File: src/rtl/bsr_pkg.sv
package bsr_pkg;
  localparam int MAX_PINS = 64;
  typedef logic [2*MAX_PINS-1:0] pin_cfg_t;

  // kind bit0: input cell, bit1: output + enable cells
  function automatic int cells_of(logic [1:0] kind);
    return (kind[0] ? 1 : 0) + (kind[1] ? 2 : 0);
  endfunction

  // first chain position of a pin group; positions 0 and 1 are fixed cells
  function automatic int pin_base(pin_cfg_t cfg, int pin);
    int b = 2;
    for (int p = 0; p < pin; p++) b += cells_of(cfg[2*p +: 2]);
    return b;
  endfunction

  function automatic int chain_len(pin_cfg_t cfg, int n_pins);
    return pin_base(cfg, n_pins) + 1;
  endfunction
endpackage

File: src/rtl/bsr_cell.sv
module bsr_cell (
  input  logic clk_i,
  input  logic rst_ni,
  input  logic capture_i,
  input  logic shift_i,
  input  logic update_i,
  input  logic cap_d_i,
  input  logic ser_d_i,
  output logic ser_q_o,
  output logic hold_q_o
);
  always_ff @(posedge clk_i or negedge rst_ni) begin
    if (!rst_ni) ser_q_o <= 1'b0;
    else if (capture_i) ser_q_o <= cap_d_i;
    else if (shift_i) ser_q_o <= ser_d_i;
  end

  always_ff @(posedge clk_i or negedge rst_ni) begin
    if (!rst_ni) hold_q_o <= 1'b0;
    else if (update_i) hold_q_o <= ser_q_o;
  end
endmodule

File: src/rtl/bsr_pad_mux.sv
module bsr_pad_mux #(
  parameter bit HAS_OUT = 1'b1
) (
  input  logic extest_i,
  input  logic core_out_i,
  input  logic core_oe_i,
  input  logic hold_out_i,
  input  logic hold_oe_i,
  output logic pad_out_o,
  output logic pad_oe_o
);
  if (HAS_OUT) begin : g_drv
    assign pad_out_o = extest_i ? hold_out_i : core_out_i;
    assign pad_oe_o  = extest_i ? hold_oe_i  : core_oe_i;
  end else begin : g_quiet
    assign pad_out_o = 1'b0;
    assign pad_oe_o  = 1'b0;
  end
endmodule

File: src/rtl/pin_scan_register.sv
module pin_scan_register #(
  parameter int                    NUM_PINS = 4,
  parameter logic [2*NUM_PINS-1:0] PIN_KIND = 8'b11_10_01_11
) (
  input  logic                clk_i,
  input  logic                rst_ni,
  input  logic                capture_i,
  input  logic                shift_i,
  input  logic                update_i,
  input  logic                extest_i,
  input  logic                tdi_i,
  output logic                tdo_o,
  input  logic [NUM_PINS-1:0] pad_in_i,
  input  logic [NUM_PINS-1:0] core_out_i,
  input  logic [NUM_PINS-1:0] core_oe_i,
  output logic [NUM_PINS-1:0] pad_out_o,
  output logic [NUM_PINS-1:0] pad_oe_o,
  output logic [2:0]          aux_hold_o
);
  localparam bsr_pkg::pin_cfg_t CFG = bsr_pkg::pin_cfg_t'(PIN_KIND);
  localparam int LEN = bsr_pkg::chain_len(CFG, NUM_PINS);

  logic [LEN-1:0] ser_q, hold_q, cap_d, ser_d;

  assign ser_d = {tdi_i, ser_q[LEN-1:1]};
  assign tdo_o = ser_q[0];

  for (genvar i = 0; i < LEN; i++) begin : g_cell
    bsr_cell u_cell (
      .clk_i    (clk_i),
      .rst_ni   (rst_ni),
      .capture_i(capture_i),
      .shift_i  (shift_i),
      .update_i (update_i),
      .cap_d_i  (cap_d[i]),
      .ser_d_i  (ser_d[i]),
      .ser_q_o  (ser_q[i]),
      .hold_q_o (hold_q[i])
    );
  end

  // fixed cells recapture their own held value
  assign cap_d[0]     = hold_q[0];
  assign cap_d[1]     = hold_q[1];
  assign cap_d[LEN-1] = hold_q[LEN-1];
  assign aux_hold_o   = {hold_q[LEN-1], hold_q[1], hold_q[0]};

  for (genvar p = 0; p < NUM_PINS; p++) begin : g_pin
    localparam int B   = bsr_pkg::pin_base(CFG, p);
    localparam bit HI  = CFG[2*p];
    localparam bit HO  = CFG[2*p+1];
    localparam int OFS = B + (HI ? 1 : 0);

    logic h_out, h_oe;

    if (HI) begin : g_in
      assign cap_d[B] = pad_in_i[p];
    end
    if (HO) begin : g_out
      assign cap_d[OFS]   = core_out_i[p];
      assign cap_d[OFS+1] = core_oe_i[p];
      assign h_out        = hold_q[OFS];
      assign h_oe         = hold_q[OFS+1];
    end else begin : g_noout
      assign h_out = 1'b0;
      assign h_oe  = 1'b0;
    end

    bsr_pad_mux #(.HAS_OUT(HO)) u_mux (
      .extest_i  (extest_i),
      .core_out_i(core_out_i[p]),
      .core_oe_i (core_oe_i[p]),
      .hold_out_i(h_out),
      .hold_oe_i (h_oe),
      .pad_out_o (pad_out_o[p]),
      .pad_oe_o  (pad_oe_o[p])
    );
  end
endmodule

File: config.mk
export PLATFORM = sky130hd
export DESIGN_NAME = pin_scan_register
export DESIGN_NICKNAME = d
export VERILOG_FILES = /design/src/rtl/bsr_pkg.sv /design/src/rtl/bsr_cell.sv /design/src/rtl/bsr_pad_mux.sv /design/src/rtl/pin_scan_register.sv
export SDC_FILE = /design/constraint.sdc
export NUM_CORES = 1
export LEC_CHECK = 0
export BUFFER_PORTS_ARGS = -buffer_cell sky130_fd_sc_hd__buf_2
export CAP_MARGIN = 30
export CORE_MARGIN = 5
export CORE_UTILIZATION = 30
export DETAILED_ROUTE_END_ITERATION = 7
export PLACE_DENSITY = 0.57
export SKIP_CTS_REPAIR_TIMING = 1
export SYNTH_ARGS = -nofsm -noshare
export SYNTH_HDL_FRONTEND = slang
export SYNTH_SLANG_ARGS = --single-unit
File: constraint.sdc
create_clock -name clk_i -period 1.04 [get_ports clk_i]
set_clock_uncertainty 0.15 [all_clocks]
set_input_delay 0.052 -clock clk_i [delete_from_list [all_inputs] [get_ports clk_i]]
set_output_delay 0.052 -clock clk_i [all_outputs]
set_load 0.005 [all_outputs]
Word level (Yosys, flattened, before mapping)
Cells that the tools add are included.

operators by class
  mux-type cells = 30
  reduce and logical (&&, ||, !) cells = 1

operators by type and width
  operator           count
  $mux 1             30
  $reduce_bool 2->1  1

storage, ports and cells
  register bits = 21
  bits of input ports = 19
  output and inout port bits = 12
  word-level logic and storage cells = 52

Logic depth before layout (Yosys ltp)
Gate-level depths: netlist of run 1.

  depth after elaboration = 2
  gate-level depth with buffers = 3
  mapped depth without buffers = 2

Hierarchy
Synthesis of run 1 repeated with hierarchy kept, for this count alone.

second synthesis, totals
  cell total of the unflattened synthesis = 85
  area, all modules = 1118.6 um^2

by module, submodules not included
  module                             times used  cells an instance  area an instance (um^2)  seq. area each (um^2)
  bsr_cell                           12          6                  83.8                     50.0
  bsr_pad_mux at g_pin[0].u_mux ...  3           2                  22.5                     0.0
  pin_scan_register                  1           4                  26.3                     0.0
  bsr_pad_mux at g_pin[1].u_mux      1           3                  18.8                     0.0

Worst setup path after synthesis of run 1
OpenSTA, ideal clock, no wires.

  path type = register to output
  from = register g_cell[4].u_cell.hold_q_o
  to = output pad_oe_o[0]
  arrival = 0.724 ns
  required time = 0.838 ns
  path slack = 0.114 ns
  cell stages (with the launch flop) = 3
  buffers on the path = 1
  cell sequence = dfrtp_1 > mux2_2 > buf_4

between the ends
  cells in the longest elaborated chain, start to end = 1

RTL lines
  element                   line                     RTL
  start: declaration        bsr_cell.sv:10           output logic hold_q_o
  start signal: assignment  bsr_cell.sv:20           else if (update_i) hold_q_o <= ser_q_o;
  $mux 1                    bsr_pad_mux.sv:14        assign pad_oe_o = extest_i ? hold_oe_i : core_oe_i;
  end: declaration          pin_scan_register.sv:17  output logic [NUM_PINS-1:0] pad_oe_o,

Every way passes these cells.

Worst setup path in the final report of run 1
  from = register g_cell[7].u_cell.hold_q_o
  to = output pad_oe_o[2]

between the ends
  cells in the longest elaborated chain, start to end = 1

RTL lines
  element                   line
  start: declaration        bsr_cell.sv:10
  start signal: assignment  bsr_cell.sv:20
  $mux 1                    bsr_pad_mux.sv:14

Every way passes these cells.

==> results of run 1 <==
## worst register-to-register path, delay by kind of cell (launching register included)
kind	cells	cell delay, ns
flops	1	0.39
buf+inv	1	0.13
mux	1	0.25
## per-layer routing
layer | global-route usage (%) | vias to the layer above
met5 | 0 | -
met4 | 2.19 | 0
met3 | 3.89 | 2
met2 | 14.2 | 17
met1 | 11.7 | 368
li1 | - | 349
## cells by family (layout without fill, tap and decap cells)
logic type	count (synthesis)	count (layout)	share of synthesized area (%)
other cells	1	2	0.360
flops	21	21	50.5
simple gates	12	12	4.33
buf+inv	16	46	10.9
compound gates	12	12	6.13
mux	27	27	27.8
## registers in the layout, summed over array words and instances, names as in the netlist
name	cells
g_cell.u_cell.ser_q_o	12
g_cell.u_cell.hold_q_o	9
## power by group through the flow
stage          Clock [mW]  Sequential [mW]  Combinational, mW
3_3_place_gp            0             1.02              0.358
3_5_place_dp            0             1.03              0.368
2_1_floorplan           0             1.01              0.301
5_1_grt             0.442             1.03              0.517
4_1_cts             0.408             1.01              0.368
6_report            0.386             1.01              0.462
## through the flow
stage | worst slack (ns) | hold WS, ns | utilization (%) | TNS (ns) | instance area [um2]
finish | -0.238 | 0.0447 | 40.8 | -1.40 | 1360
global route | -0.290 | 0.0403 | 40.8 | -1.90 | 1360
CTS | -0.264 | -0.463 | 35.2 | -1.56 | 1170
detailed placement | 0.0907 | -0.123 | 34.4 | 0 | 1150
global placement | 0.0966 | -0.124 | 34.4 | 0 | 1150
floorplan | 0.114 | -0.394 | - | 0 | 1040
## worst max path at each step
stage / startpoint / endpoint / cells after the start
6_report: g_cell[7].u_cell.hold_q_o / pad_oe_o[2] / 2
5_1_grt: g_cell[7].u_cell.hold_q_o / pad_oe_o[2] / 2
4_1_cts: g_cell[7].u_cell.hold_q_o / pad_oe_o[2] / 2
3_5_place_dp: g_cell[7].u_cell.hold_q_o / pad_oe_o[2] / 2
3_3_place_gp: g_cell[7].u_cell.hold_q_o / pad_oe_o[2] / 2
2_1_floorplan: g_cell[4].u_cell.hold_q_o / pad_oe_o[0] / 2
## layout make-up
type | count | area (um2) | area share (%)
Clock buffer | 4 | 26.3 | 1.93
Multi-Input combinational cell | 53 | 424 | 31.1
Sequential cell | 21 | 526 | 38.6
Tap cell | 46 | 57.6 | 4.22
Timing Repair Buffer | 42 | 329 | 24.2
## placed cells by master, fill, tap and decap left out, drive strengths merged
cell and instances:
mux2i 12, clkbuf 4, mux2 15, dfrtp 21, o21ai 12, conb 2
nand2 12, dlygate4sd3 13, buf 29
==> metrics.csv, run 1 <==
stage,metric,value,unit
run_status,status,"complete, but fails checks",
run_status,failing checks,setup timing,
worst_hold_path,critical hold path startpoint,update_i,
logic_synthesis,number of library cell types mapped by synthesis,11,
finish,Final #Nets,140,
grt,GRT Overall Usage,9.12,%
finish,Inserted Diodes,0,
grt,largest net degree at the start of global routing,22,
detailed_routing,Routed WL,2010,um
timing,fmax,783,MHz
grt,initial antenna violation count,0,
power_and_ir_drop,Net Sw Frac,26.1,%
placed_design,placed cell count,148,
logic_synthesis,area share of the largest cell type after synthesis,50.5,%
worst_hold_path,hold endpoint,g_cell[1].u_cell.hold_q_o,
detailed_routing,met1 WL,883,um
floorplanning,Die Y-Extent,68.9,um
placed_design,Buffers on Ports,25,
critical_path,Crit Path Category,flip-flop to output port,
floorplanning,Die X,68.9,um
logic_synthesis,Main synth FF type,dfrtp_1,
logic_synthesis,top post-synthesis cells by count,"21 x dfrtp_1, 15 x mux2_2, 12 x mux2i_1, 12 x nand2_1, 11 x buf_4",
clock_tree,CTS Buffer Depth,2,
logic_synthesis,number of synthesized flops with an enable pin,0,
critical_path,worst-path cell chain,mux2_4 > buf_6,
logic_synthesis,Post-Syn Area,0.00104,mm2
critical_path,R2R Path Start,g_cell[11].u_cell.hold_q_o,
detailed_routing,final antenna-violating net count,0,
critical_path,Crit path arrival time,1.08,ns
logic_synthesis,top post-synthesis cells by area,"dfrtp_1 50%, mux2_2 16%, mux2i_1 12%",
floorplanning,DIE AREA,0.00475,mm2
detailed_routing,drt via density,4.43,
placed_design,Final HPWL DP,1410,um
detailed_routing,Avg WL per Cell,12.1,um
critical_path,Crit path largest cell delay,0.40,ns
logic_synthesis,#FFs+latches synth,21,
timing,Final setup viols,8,
detailed_routing,met3 wire length,139,um
finish,Fillers,335,
timing,Final period util,123,%
critical_path,CP required,0.84,ns
critical_path,Slowest cell on crit path,dfrtp_1,
critical_path,Top Family by Delay on Critical Path,flip-flops,
detailed_routing,Initial DRC Count,22,
power_and_ir_drop,clock group share of total power,20.8,%
floorplanning,Placeable Area,0.00334,mm2
clock_tree,H-tree depth,1,
clock_tree,TritonCTS clock tree,built,
clock_tree,# clock sinks,21,
critical_path,Worst setup EP type,output port,
logic_synthesis,Synthesis Warnings,0,
critical_path,R2R Path End,g_cell[11].u_cell.hold_q_o,
critical_path,Worst R2R Setup Slack,0.02,ns
grt,GRT overflow,0,
clock_tree,clk root buf,clkbuf_4,
logic_synthesis,synthesized instance count,89,
clock_tree,"Clk Latency, worst-skew pair",0.30,ns
timing,Period minus WS final,1.28,ns
worst_hold_path,Min-Delay Path Depth,2,
floorplanning,initial core utilization,31.2,%
grt,global-route wire length before repair,3100,um
job,# Max-Cap Violations,0,
timing,Max Slew Vio Count,0,
power_and_ir_drop,Max VDD drop,726,uV
logic_synthesis,Synth async-reset ratio,100,%
logic_synthesis,syn avg cell area,11.7,um2
clock_tree,Clock transition at path regs,0.11,ns
placed_design,RePlAce Congestion,0.760,
critical_path,R2R depth,2,
power_and_ir_drop,Pwr per Cell Area,1370,mW/mm2
critical_path,CP Max Fanout,2,
critical_path,Worst Setup Start Kind,flip-flop,
logic_synthesis,post-synthesis sequential area ratio,50.5,%
detailed_routing,Highest Signal Layer,met4,
finish,P&R area growth vs syn,30.9,%
power_and_ir_drop,Seq pwr share,54.4,%
floorplanning,Top Ports,31,
detailed_routing,DRC Markers,0,
power_and_ir_drop,Leak,0.668,nW
finish,Finished Layout Cells,166,
power_and_ir_drop,internal power,1.37,mW
critical_path,CP bufs+invs,1,
power_and_ir_drop,power after layout,1.86,mW
logic_synthesis,most common cell in the netlist,dfrtp_1,
clock_tree,total CTS buffers,3,
floorplanning,Row Count,21,
logic_synthesis,cell accounting for the most synthesized area,dfrtp_1,
grt,vias in the first global route,672,
detailed_routing,drt first pass iters,4,
detailed_routing,metal2 WL,977,um
timing,RSZ-0062 raised after global routing,yes,
power_and_ir_drop,P_sw,486,uW
worst_hold_path,worst hold path class,input pin to flip-flop,
power_and_ir_drop,Logic pwr share,24.8,%
timing,"Hold Vio Cnt, Final",0,
detailed_routing,vias,736,
timing,Final WS setup,-0.238,ns
finish,layout cells sized above 1,40.0,%
Power figures use the tool's default switching activity.
==> run 2, diff against run 1 <==
--- a/config.mk
+++ b/config.mk
@@ -7,10 +7,12 @@
 export LEC_CHECK = 0
 export BUFFER_PORTS_ARGS = -buffer_cell sky130_fd_sc_hd__buf_2
 export CAP_MARGIN = 30
+export CELL_PAD_IN_SITES_DETAIL_PLACEMENT = 0
+export CELL_PAD_IN_SITES_GLOBAL_PLACEMENT = 1
 export CORE_MARGIN = 5
 export CORE_UTILIZATION = 30
 export DETAILED_ROUTE_END_ITERATION = 7
-export PLACE_DENSITY = 0.57
+export PLACE_DENSITY = 0.69
 export SKIP_CTS_REPAIR_TIMING = 1
 export SYNTH_ARGS = -nofsm -noshare
 export SYNTH_HDL_FRONTEND = slang
==> run 2 against run 1 <==
The flow still finishes with violations (setup timing). Cell count up 1.2%. First-iteration DRC count down 59%. Count of clock-buffer cells in the layout down 1. Clock power up 4%. Largest power group unchanged. Register-to-register slack about the same. Die area unchanged. Core utilization up 1.2 points. Worst hold slack worse by 0.010 ns. Sequential share of layout area down 1.1 points. Combinational power up 10%.
==> metrics.csv, run 2 (same netlist as run 1, synthesis figures left out) <==
stage,metric,value,unit
run_status,status,"complete, but fails checks",
run_status,failing checks,setup timing,
clock_tree,"Clk Latency, worst-skew pair",0.30,ns
floorplanning,DIE AREA,0.00475,mm2
finish,P&R area growth vs syn,34.6,%
grt,global-route wire length before repair,3250,um
critical_path,Slowest cell on crit path,dfrtp_1,
finish,"commonest non-fill, non-tap cells in the layout","21 x dfrtp_1, 19 x buf_2, 13 x dlygate4sd3_1",
detailed_routing,final antenna-violating net count,0,
detailed_routing,drt first pass iters,4,
critical_path,CP Max Fanout,2,
finish,"most common cell after layout, fill and taps aside",dfrtp_1,
timing,Final period util,125,%
timing,Final WS setup,-0.264,ns
critical_path,Crit path arrival time,1.10,ns
clock_tree,# clock sinks,21,
grt,largest net degree at the start of global routing,22,
worst_hold_path,worst hold path class,input pin to flip-flop,
timing,setup TNS,-1.49,ns
timing,Max Slew Vio Count,0,
finish,max reg flops,12,
detailed_routing,Routed WL,2220,um
placed_design,RePlAce Congestion,0.679,
timing,RSZ-0062 raised after global routing,yes,
critical_path,worst-path cell chain,mux2_4 > buf_6,
timing,"Hold Vio Cnt, Final",0,
floorplanning,Die X,68.9,um
critical_path,R2R depth,2,
finish,Inserted Diodes,0,
clock_tree,CTS Buffer Depth,2,
placed_design,placed cell count,148,
clock_tree,total CTS buffers,3,
grt,GRT Overall Usage,9.59,%
floorplanning,Die Y-Extent,68.9,um
floorplanning,Row Count,21,
clock_tree,Clock transition at path regs,0.12,ns
detailed_routing,vias,734,
clock_tree,H-tree depth,1,
detailed_routing,Avg WL per Cell,13.2,um
placed_design,dpl ws,0.0812,ns
finish,Fillers,339,
finish,post-route core utilization,42.0,%
power_and_ir_drop,Max VDD drop,406,uV
finish,biggest regs,"g_cell.u_cell.ser_q_o (12), g_cell.u_cell.hold_q_o (9)",
critical_path,Crit path largest cell delay,0.41,ns
detailed_routing,DRC Markers,0,
finish,fin area,0.00140,mm2
timing,Final setup viols,7,
clock_tree,TritonCTS clock tree,built,
detailed_routing,Initial DRC Count,9,
finish,Finished Layout Cells,168,
finish,Final #Nets,142,
critical_path,Worst setup EP type,output port,
placed_design,Buffers on Ports,25,
clock_tree,clk root buf,clkbuf_4,
critical_path,Worst Setup Start Kind,flip-flop,
placed_design,Final HPWL DP,1520,um
timing,fmax,767,MHz
power_and_ir_drop,Leak,0.691,nW
timing,Period minus WS final,1.30,ns
grt,initial antenna violation count,0,
finish,layout cells sized above 1,41.8,%
grt,GRT overflow,0,
job,# Max-Cap Violations,0,
placed_design,Area after DPL,0.00116,mm2
detailed_routing,drt via density,4.37,
finish,Top reg by flops,g_cell.u_cell.ser_q_o,
floorplanning,Top Ports,31,
power_and_ir_drop,Pwr per Cell Area,1370,mW/mm2
critical_path,CP required,0.84,ns
floorplanning,Placeable Area,0.00334,mm2
worst_hold_path,Min-Delay Path Depth,2,
power_and_ir_drop,power after layout,1.92,mW
timing,hold slack,0.0346,ns
critical_path,Crit Path Category,flip-flop to output port,
grt,vias in the first global route,741,
floorplanning,initial core utilization,31.2,%
-- run 2: cell types whose count changed in the layout (fill, tap and decap cells not counted), sizes merged --
cell	previous run	this run
clkinv	0	1
buf	29	31
clkbuf	4	3
-- run 2: power by group --
part	internal [mW]	switching, mW
Sequential	0.938	0.0779
Combinational	0.323	0.185
Clock	0.143	0.256
Total	1.40	0.520
-- run 2: worst paths after layout --
path                                             from                         end  slack [ns]
min in group asynchronous                      rst_ni   g_cell[11].u_cell.ser_q_o        0.06
max in group asynchronous                      rst_ni    g_cell[7].u_cell.ser_q_o        0.36
max reg2reg                 g_cell[0].u_cell.hold_q_o   g_cell[0].u_cell.hold_q_o        0.02
max                         g_cell[3].u_cell.hold_q_o                pad_out_o[0]       -0.26
min                                          update_i  g_cell[11].u_cell.hold_q_o        0.03
min reg2reg                g_cell[10].u_cell.hold_q_o  g_cell[10].u_cell.hold_q_o        0.38
-- run 2: worst max-delay path, delay by kind of cell, from the launching register on --
family | cells | cell delay [ns]
buf+inv | 1 | 0.12
mux | 1 | 0.27
flops | 1 | 0.41
-- run 2: area by class of cell --
cell class / count / area (um2) / area share, %
multi-input cells: 53 / 428 / 30.5
well taps: 46 / 57.6 / 4.11
clock buffers: 3 / 22.5 / 1.61
flip-flops and latches: 21 / 526 / 37.5
clock inverters: 1 / 5.00 / 0.357
repair buffers: 44 / 363 / 25.9
-- run 2: routing by layer --
layer  GRT usage [%]  share of wire [%]  up-vias
met2            15.4                 51       20
met1            11.6                 44      354
met3            2.27                4.5        0
met5               0                  0        -
met4            5.84                  0        0
li1                -                  -      360
==> run 3, diff against run 2 <==
--- a/config.mk
+++ b/config.mk
@@ -10,9 +10,9 @@
 export CELL_PAD_IN_SITES_DETAIL_PLACEMENT = 0
 export CELL_PAD_IN_SITES_GLOBAL_PLACEMENT = 1
 export CORE_MARGIN = 5
-export CORE_UTILIZATION = 30
+export CORE_UTILIZATION = 38
 export DETAILED_ROUTE_END_ITERATION = 7
-export PLACE_DENSITY = 0.69
+export PLACE_DENSITY = 0.88
 export SKIP_CTS_REPAIR_TIMING = 1
 export SYNTH_ARGS = -nofsm -noshare
 export SYNTH_HDL_FRONTEND = slang
==> run 3 against run 2 <==
The flow still finishes with violations (setup timing). Via count fell by 1.1%. Routed wire length fell by 2.0%. Total power fell by 3.2%. Maximum frequency rose by 1.6%.
==> metrics.csv, run 3 (same netlist as run 1, synthesis figures left out) <==
stage,metric,value,unit
detailed_routing,final antenna-violating net count,0,
finish,Storage cell area,526,um2
finish,Fillers,262,
critical_path,Crit Path Category,flip-flop to output port,
detailed_routing,Initial DRC Count,3,
timing,Final setup viols,8,
critical_path,CP Max Fanout,2,
finish,P&R area growth vs syn,27.0,%
floorplanning,DIE AREA,0.00389,mm2
finish,"commonest non-fill, non-tap cells in the layout","21 x dfrtp_1, 19 x buf_2, 12 x mux2i_1, 12 x nand2_1, 11 x dlygate4sd3_1",
detailed_routing,vias,726,
critical_path,R2R depth,2,
placed_design,Buffers on Ports,25,
critical_path,Worst Setup Start Kind,flip-flop,
timing,fmax,780,MHz
finish,layout cells sized above 1,39.7,%
placed_design,dpl ws,0.0863,ns
clock_tree,Clock transition at path regs,0.11,ns
finish,Top reg by flops,g_cell.u_cell.ser_q_o,
critical_path,Worst setup EP type,output port,
grt,global-route wire length before repair,3310,um
power_and_ir_drop,Max VDD drop,821,uV
timing,RSZ-0062 raised after global routing,yes,
grt,routing usage on met1,12.7,%
floorplanning,Top Ports,31,
timing,hold slack,0.0377,ns
finish,Final #Nets,136,
worst_hold_path,worst hold path class,input pin to flip-flop,
clock_tree,CTS Buffer Depth,2,
detailed_routing,drt first pass iters,3,
finish,biggest regs,"g_cell.u_cell.ser_q_o (12), g_cell.u_cell.hold_q_o (9)",
detailed_routing,Routed WL,2180,um
detailed_routing,Avg WL per Cell,14.8,um
floorplanning,initial core utilization,38.8,%
power_and_ir_drop,Leak,0.660,nW
clock_tree,clk root buf,clkbuf_4,
grt,layer carrying the most global-route usage,met2,
grt,GRT Overall Usage,10.6,%
clock_tree,total CTS buffers,3,
finish,"most common cell after layout, fill and taps aside",dfrtp_1,
detailed_routing,DRC Markers,0,
finish,Multi-input gate area,432,um2
floorplanning,Placeable Area,0.00269,mm2
grt,met3 usage,1.80,%
critical_path,launch point of the worst path,g_cell[9].u_cell.hold_q_o,
detailed_routing,drt via density,4.94,
grt,M2 GR Usage,18.4,%
placed_design,Final HPWL DP,1460,um
critical_path,R2R Path End,g_cell[7].u_cell.hold_q_o,
critical_path,Worst setup endpoint,pad_out_o[3],
critical_path,CP required,0.84,ns
critical_path,R2R Path Start,g_cell[7].u_cell.hold_q_o,
finish,max reg flops,12,
clock_tree,"Clk Latency, worst-skew pair",0.30,ns
floorplanning,Row Count,19,
clock_tree,# clock sinks,21,
critical_path,Crit path arrival time,1.08,ns
critical_path,Worst R2R Setup Slack,-0.01,ns
power_and_ir_drop,Pwr per Cell Area,1410,mW/mm2
grt,largest net degree at the start of global routing,25,
job,# Max-Cap Violations,0,
timing,"Hold Vio Cnt, Final",0,
run_status,failing checks,setup timing,
clock_tree,TritonCTS clock tree,built,
floorplanning,Die Y-Extent,62.3,um
run_status,status,"complete, but fails checks",
timing,Final WS setup,-0.243,ns
floorplanning,Die X,62.3,um
finish,Inserted Diodes,0,
grt,vias in the first global route,758,
placed_design,RePlAce Congestion,0.730,
timing,Final period util,123,%
grt,initial antenna violation count,0,
grt,GRT overflow,0,
timing,Period minus WS final,1.28,ns
clock_tree,H-tree depth,1,
timing,Max Slew Vio Count,0,
==> run 3: worst min path at each step <==
| stage | start | to | cells past startpoint | slack [ns] |
|---|---|---|---|---|
| floorplan | rst_ni | g_cell[0].u_cell.hold_q_o | 0 | -0.39 |
| global placement | rst_ni | g_cell[6].u_cell.hold_q_o | 1 | -0.13 |
| detailed placement | rst_ni | g_cell[7].u_cell.hold_q_o | 1 | -0.12 |
| CTS | rst_ni | g_cell[4].u_cell.ser_q_o | 1 | -0.46 |
| global route | update_i | g_cell[7].u_cell.hold_q_o | 2 | 0.04 |
| finish | capture_i | g_cell[8].u_cell.ser_q_o | 3 | 0.04 |
==> run 3: layout make-up <==
class                   instances  share of cell area [%]
repair buffers                 38                    22.7
clock buffers                   4                    1.99
flip-flops and latches         21                    39.7
well taps                      31                    2.93
multi-input cells              53                    32.6
==> run 3: report_power, final <==
part | internal (mW) | switching, mW
sequential | 0.938 | 0.0832
combinational | 0.287 | 0.182
clock | 0.149 | 0.224
==> run 3: metrics by stage <==
step | TNS, ns | cell area, um2 | power [mW] | utilization, % | std cells
2_1_floorplan | 0 | 1040 | 1.31 | - | 90
3_3_place_gp | 0 | 1110 | 1.37 | 41.5 | 131
3_5_place_dp | 0 | 1110 | 1.40 | 41.5 | 131
4_1_cts | -1.55 | 1140 | 1.79 | 42.5 | 135
5_1_grt | -1.83 | 1320 | 1.98 | 49.2 | 147
6_report | -1.38 | 1320 | 1.86 | 49.2 | 147
==> run 3: metal layers <==
metal	part of all wire (%)	wire length, um
met5	0	0
met4	1.3	29
met3	3.8	83
met2	52	1130
met1	43	934
==> run 3: worst max-delay path: stages (launching register included) <==
cell and delay [ns]:
dfrtp_1 0.40, mux2_4 0.27, buf_6 0.11
